==> config.mk <==
export PLATFORM = sky130hd
export DESIGN_NAME = rng_outbuf
export DESIGN_NICKNAME = d
export VERILOG_FILES = /design/src/rtl/rng_outbuf_pkg.sv /design/src/rtl/rob_fill_ctrl.sv /design/src/rtl/rob_stuck_det.sv /design/src/rtl/rob_status.sv /design/src/rtl/rng_outbuf.sv
export SDC_FILE = /design/constraint.sdc
export NUM_CORES = 1
export LEC_CHECK = 0
export ABC_CLOCK_PERIOD_IN_PS = 2720
export BUFFER_PORTS_ARGS = -buffer_cell sky130_fd_sc_hd__buf_2
export CORE_ASPECT_RATIO = 0.75
export CORE_MARGIN = 3
export CORE_UTILIZATION = 55
export DETAILED_ROUTE_END_ITERATION = 6
export PLACE_DENSITY = 0.78
export SLEW_MARGIN = 20
export SYNTH_ARGS = -nofsm -noshare
export SYNTH_HDL_FRONTEND = slang
export SYNTH_SLANG_ARGS = --single-unit
==> constraint.sdc <==
create_clock -name clk -period 2.72 [get_ports clk]
set_input_delay 0.544 -clock clk [delete_from_list [all_inputs] [get_ports clk]]
set_output_delay 0.544 -clock clk [all_outputs]
set_load 0.005 [all_outputs]
==> src/rtl/rng_outbuf_pkg.sv <==
package rng_outbuf_pkg;
  localparam int OFS_STAT = 'h10;
  localparam int OFS_CTRL = 'h14;
  localparam int OFS_CFG  = 'h18;
  localparam int OFS_REV  = 'h7C;
  localparam int EN_BIT   = 10;

  function automatic logic irq_reduce(logic [7:0] st, logic [7:1] msk);
    return |(st[7:1] & msk);
  endfunction

  function automatic logic [31:0] pack_ctrl(logic en, logic [7:1] msk);
    return {21'h0, en, 2'b00, msk, 1'b0};
  endfunction

  function automatic logic [31:0] pack_cfg(logic [15:0] mx, logic [7:0] mn);
    return {mx, 8'h00, mn};
  endfunction

  function automatic logic [31:0] pack_rev(logic [3:0] ma, logic [3:0] mi, logic [3:0] pa);
    return {4'h0, ma, mi, pa, 16'h0000};
  endfunction
endpackage

==> src/rtl/rob_fill_ctrl.sv <==
module rob_fill_ctrl #(
  parameter int WORDS = 4,
  localparam int IDX_W = $clog2(WORDS + 1)
) (
  input  logic             clk,
  input  logic             rst_n,
  input  logic             en,
  input  logic             ready,
  input  logic             restart,
  input  logic             gen_valid,
  input  logic [7:0]       min_cyc,
  output logic             accept,
  output logic [IDX_W-1:0] wr_idx,
  output logic             set_ready,
  output logic             gen_req
);
  logic [IDX_W-1:0] fill_q;
  logic [7:0]       cyc_q;
  logic             full;

  assign full      = (fill_q == IDX_W'(WORDS));
  assign accept    = gen_valid && en && !ready && !full;
  assign wr_idx    = fill_q;
  assign set_ready = en && !ready && full && (cyc_q >= min_cyc);
  assign gen_req   = en && !ready && !full;

  always_ff @(posedge clk) begin
    if (!rst_n) begin
      fill_q <= '0;
      cyc_q  <= '0;
    end else if (restart) begin
      fill_q <= '0;
      cyc_q  <= '0;
    end else begin
      if (accept) fill_q <= fill_q + IDX_W'(1);
      if (en && !ready && cyc_q != 8'hFF) cyc_q <= cyc_q + 8'd1;
    end
  end

  // a restart leaves the buffer empty on the next cycle
  a_r5_restart_empties: assert property (@(posedge clk) disable iff (!rst_n)
    restart |=> (fill_q == '0) && !full);
endmodule

==> src/rtl/rob_stuck_det.sv <==
module rob_stuck_det #(
  parameter int W = 32
) (
  input  logic         clk,
  input  logic         rst_n,
  input  logic         en,
  input  logic         valid,
  input  logic [W-1:0] word,
  output logic         hit
);
  logic [W-1:0] prev_q;
  logic         have_q;

  assign hit = en && valid && have_q && (word == prev_q);

  always_ff @(posedge clk) begin
    if (!rst_n) begin
      prev_q <= '0;
      have_q <= 1'b0;
    end else if (en && valid) begin
      prev_q <= word;
      have_q <= 1'b1;
    end
  end

  // the comparison reference follows the last delivered word
  a_r8_prev_tracks: assert property (@(posedge clk) disable iff (!rst_n)
    (en && valid) |=> (prev_q == $past(word)) && have_q);
endmodule

==> src/rtl/rob_status.sv <==
module rob_status #(
  parameter int SW = 8
) (
  input  logic          clk,
  input  logic          rst_n,
  input  logic [SW-1:0] set_mask,
  input  logic [SW-1:0] clr_mask,
  output logic [SW-1:0] st
);
  always_ff @(posedge clk) begin
    if (!rst_n) st <= '0;
    else        st <= (st & ~clr_mask) | set_mask;
  end

  for (genvar b = 0; b < SW; b++) begin : g_chk
    // a clear without a same-cycle event drops the bit
    a_r4_w1c_clears: assert property (@(posedge clk) disable iff (!rst_n)
      (clr_mask[b] && !set_mask[b]) |=> !st[b]);
    // an event always lands, even against a clear
    a_r4_set_wins: assert property (@(posedge clk) disable iff (!rst_n)
      set_mask[b] |=> st[b]);
  end
endmodule

==> src/rtl/rng_outbuf.sv <==
module rng_outbuf
  import rng_outbuf_pkg::*;
#(
  parameter int          ADDR_W         = 8,
  parameter int          WORDS          = 4,
  parameter int          DEF_MIN_REFILL = 10,
  parameter int          DEF_MAX_REFILL = 10,
  parameter logic [3:0]  REV_MAJOR      = 4'd1,
  parameter logic [3:0]  REV_MINOR      = 4'd0,
  parameter logic [3:0]  REV_PATCH      = 4'd0
) (
  input  logic              clk,
  input  logic              rst_n,
  input  logic [ADDR_W-1:0] reg_addr,
  input  logic              reg_wr,
  input  logic [31:0]       reg_wdata,
  output logic [31:0]       reg_rdata,
  input  logic [31:0]       gen_word,
  input  logic              gen_valid,
  output logic              gen_req,
  input  logic [7:1]        alarm_evt,
  output logic              irq
);
  localparam int IDX_W  = $clog2(WORDS + 1);
  localparam int WIDX_W = $clog2(WORDS);

  logic [31:0]      word_q [WORDS];
  logic             en_q;
  logic [7:1]       msk_q;
  logic [15:0]      max_q;
  logic [7:0]       min_q;
  logic [7:0]       st;
  logic [7:0]       set_mask, clr_mask;
  logic             wr_stat, wr_ctrl, wr_cfg;
  logic             ready_clr, accept, set_ready, stuck_hit;
  logic [IDX_W-1:0] wr_idx;
  logic             unused_wdata;

  assign wr_stat   = reg_wr && (reg_addr == ADDR_W'(OFS_STAT));
  assign wr_ctrl   = reg_wr && (reg_addr == ADDR_W'(OFS_CTRL));
  assign wr_cfg    = reg_wr && (reg_addr == ADDR_W'(OFS_CFG));
  assign clr_mask  = wr_stat ? reg_wdata[7:0] : 8'h00;
  assign ready_clr = clr_mask[0] && st[0];
  assign set_mask  = {alarm_evt[7:3], alarm_evt[2] | stuck_hit, alarm_evt[1], set_ready};
  assign irq       = irq_reduce(st, msk_q);
  assign unused_wdata = ^{reg_wdata[15:11], reg_wdata[9:8]};

  always_ff @(posedge clk) begin
    if (!rst_n) begin
      en_q  <= 1'b0;
      msk_q <= '0;
      max_q <= 16'(DEF_MAX_REFILL);
      min_q <= 8'(DEF_MIN_REFILL);
    end else begin
      if (wr_ctrl) begin
        en_q  <= reg_wdata[EN_BIT];
        msk_q <= reg_wdata[7:1];
      end
      if (wr_cfg) begin
        max_q <= reg_wdata[31:16];
        min_q <= reg_wdata[7:0];
      end
    end
  end

  rob_fill_ctrl #(.WORDS(WORDS)) u_fill (
    .clk(clk), .rst_n(rst_n), .en(en_q), .ready(st[0]), .restart(ready_clr),
    .gen_valid(gen_valid), .min_cyc(min_q), .accept(accept), .wr_idx(wr_idx),
    .set_ready(set_ready), .gen_req(gen_req)
  );

  rob_stuck_det #(.W(32)) u_stuck (
    .clk(clk), .rst_n(rst_n), .en(en_q), .valid(gen_valid), .word(gen_word),
    .hit(stuck_hit)
  );

  rob_status #(.SW(8)) u_status (
    .clk(clk), .rst_n(rst_n), .set_mask(set_mask), .clr_mask(clr_mask), .st(st)
  );

  for (genvar k = 0; k < WORDS; k++) begin : g_word
    always_ff @(posedge clk) begin
      if (!rst_n)                              word_q[k] <= '0;
      else if (accept && wr_idx == IDX_W'(k))  word_q[k] <= gen_word;
    end
    // buffered words hold while ready stays set
    a_r6_words_hold: assert property (@(posedge clk) disable iff (!rst_n)
      (st[0] && !ready_clr) |=> $stable(word_q[k]));
  end

  always_comb begin
    reg_rdata = 32'h0;
    if (reg_addr < ADDR_W'(WORDS * 4))        reg_rdata = word_q[reg_addr[WIDX_W+1:2]];
    else if (reg_addr == ADDR_W'(OFS_STAT))   reg_rdata = {24'h0, st};
    else if (reg_addr == ADDR_W'(OFS_CTRL))   reg_rdata = pack_ctrl(en_q, msk_q);
    else if (reg_addr == ADDR_W'(OFS_CFG))    reg_rdata = pack_cfg(max_q, min_q);
    else if (reg_addr == ADDR_W'(OFS_REV))    reg_rdata = pack_rev(REV_MAJOR, REV_MINOR, REV_PATCH);
  end

  // Checker counter: cycles spent with ready low since the last clear
  logic [15:0] gap_q;
  always_ff @(posedge clk) begin
    if (!rst_n)                         gap_q <= '0;
    else if (ready_clr)                 gap_q <= '0;
    else if (!st[0] && gap_q != 16'hFFFF) gap_q <= gap_q + 16'd1;
  end

  // ready never returns before the minimum refill interval
  a_r7_min_gap: assert property (@(posedge clk) disable iff (!rst_n)
    $rose(st[0]) |-> (gap_q > {8'h00, min_q}));
  // ready only rises after a cycle with the block enabled
  a_r3_ready_needs_en: assert property (@(posedge clk) disable iff (!rst_n)
    $rose(st[0]) |-> $past(en_q));
  // a stuck comparison hit lands in status bit 2
  a_r8_stuck_flag: assert property (@(posedge clk) disable iff (!rst_n)
    stuck_hit |=> st[2]);
  // with no event pending, ready alone keeps irq low
  a_r10_ready_quiet: assert property (@(posedge clk) disable iff (!rst_n)
    (st[7:1] == 7'h0) |-> !irq);
  // no request for words while the buffer is ready
  a_r5_no_req_ready: assert property (@(posedge clk) disable iff (!rst_n)
    st[0] |-> !gen_req);
endmodule

==> qor.yml <==
drv_slew: 0
maxCapViolCount: 0
grt_max_degree: 97
drive_gt1_share_pct: 21.79
cts.clk_slew.worst_paths_ns: 0.06
cts_root_buf: "clkbuf_16"
rsz0062_at_grt: "false"
synth_common_cells: "nand2_1 (134), edfxtp_1 (128), and3_1 (96)"
worstPathMaxFanout: 24
period_minus_slack_ns: 2.436
required_ns: 2.18
antenna_found_initial: 2
drc: 0
portBuffers: 109
synth_area_um2: 9749
relSlewSlack_pct: 62.92
worst_ep_arrival_time_ns: 1.89
dp_hpwl_um: 15270
h-tree-depth: 1
fillCellCount: 1289
cts_tree: "done"
final_cells: 1210
synthCells: 854
ant_nets: 0
cts_sinks: 212
synthDistinctLibCells: 47
cts_hold_buffers: 0
async_flop_share_pct: 0
avgSynthCellArea_um2: 11.42
report.final.setup_viol: 0
die_y_um: 121.3
timing.clock.skew_ns: 0.01334
post_cts_buffers: 0
timing.hold.ws_ns: 0.2580
globalplace.congestion: 0.8316
wl_um: 23970
numCtsBuffers: 21
ys_seq_area_share_pct: 56.67
grt_pass1_vias: 6892
vias: 7066
ios: 117
ys_warn_count: 0
dominantRegCellSynth: "edfxtp_1"
register_area_um2: 5525
fp.dieArea_um2: 19380
cp-start-kind: "primary input"
vias_per_cell: 5.840
syn_to_final_growth_pct: 16.76
hold_class: "in -> reg"
crit_type: "in -> out"
status: "finished clean"
synth.most_common_cell: "nand2_1"
final_nets: 1055
synth-edff-count: 128
syn-num-nets: 951
cts_buffer_depth: 3
wire_per_inst_um: 19.81
max_freq_ghz: 0.4106
yosys.area.top_type: "edfxtp_1"
yosysTopAreaCellShare_pct: 39.43
yosys-top-cells-area: "edfxtp_1 (39%), dfxtp_1 (17%), mux4_2 (7.4%)"
hold_violations: 0
clk_latency_ns: 0.50
ys_ff_latch: 212
drtPass1Iterations: 5
start_util_pct: 57.07
post_cts_resized: 0
drt-initial-drc-count: 670
worst_setup_path_end_kind: "primary output"
fin_crit_sh_pct: 89.54
p_per_area_nw_per_um2: 604.2
dpl.cell_count: 1171
leakage_nw: 4.719
peakVddDrop_mv: 0.4664
die_x_um: 159.7
finalSetupTns_ns: 0
rows: 41
multi_input_area_um2: 3915
core_area_um2: 17080
max_slew.worst_pin.slew_ns: 0.5511
grt_util_all_layers_pct: 24.86
grt_pass1_wl_um: 37870
globalRoute.totalOverflow: 0
per-layer routing:
layer	global-route usage (%)	share of wire [%]	vias up
li1	-	-	3293
met1	35.63	43	3362
met2	39.06	45	369
met3	5.766	10	38
met4	5.631	1.7	4
met5	0	0.10	-
critical path: stages:
cell	delay [ns]
buf_2	0.14
buf_12	0.21
mux4_2	0.52
nand2_1	0.16
o21ai_0	0.14
buf_2	0.15
cells by family after synthesis:
group / count (synthesis) / share of synthesized area (%)
adder cells (fa/ha/maj): 14 / 1.797
buffers and inverters: 77 / 3.298
AO/OA/AOI/OAI: 118 / 7.264
flip-flops: 212 / 56.67
XOR/XNOR: 38 / 3.414
AND/OR/NAND/NOR: 345 / 18.31
multiplexers: 50 / 9.240
cell usage in the layout (no fill, tap or decap), types with 4 or more instances in the layout:
cell / count
xnor2_1: 34
nand3_1: 10
edfxtp_1: 128
a21oi_1: 61
nor3_1: 4
a31oi_1: 8
clkbuf_16: 21
and2_1: 41
a22o_1: 15
buf_2: 109
clkbuf_1: 4
dfxtp_1: 84
nand2_1: 134
xor2_1: 4
nor2_1: 32
ha_1: 14
and3_1: 96
nand4_1: 11
mux2i_1: 18
buf_4: 24
o21ai_0: 19
inv_1: 17
buf_12: 7
mux4_2: 32
layout make-up:
| class | instances | share of cell area, % |
|---|---|---|
| diodes | 1 | 0.02198 |
| clock buffers | 28 | 5.111 |
| clock inverters | 10 | 1.143 |
| inverters | 18 | 0.5935 |
| multi-input cells | 565 | 34.39 |
| flip-flops and latches | 212 | 48.54 |
| well taps | 236 | 2.594 |
| repair buffers | 140 | 7.606 |
registers in the layout, indices dropped and copies added (netlist names):
signal and cells:
u_stuck.prev_q 32, en_q 1, min_q 8, word_q 128, u_stuck.have_q 1, u_status.st 8, max_q 16, msk_q 7
u_fill.cyc_q 8, u_fill.wr_idx 3
through the flow:
step	power [mW]	setup slack, ns	util, %	cell area [µm²]
after floorplan	3.751	0.4013	-	9749
after global placement	3.940	0.3239	62.46	10670
after detailed placement	3.952	0.3306	62.46	10670
after CTS	6.916	0.3266	66.62	11380
after global routing	7.084	0.2738	66.62	11380
final	6.878	0.2844	66.64	11380
power by group:
group | switching [mW] | internal [mW] | total [mW]
clock network | 1.20 | 1.79 | 2.99
registers | 0.0245 | 3.47 | 3.49
logic | 0.230 | 0.167 | 0.397
final timing paths:
kind | startpoint | endpoint | slack [ns] | depth (start not counted)
hold reg to reg | max_q[13] | max_q[13] | 0.45 | 2
setup reg to reg | u_fill.wr_idx[0] | word_q[3][17] | 0.57 | 7
hold / removal | reg_wdata[17] | max_q[1] | 0.26 | 3
setup / recovery | reg_addr[2] | reg_rdata[5] | 0.28 | 6
Note: power is estimated with default switching activity, not from simulation.
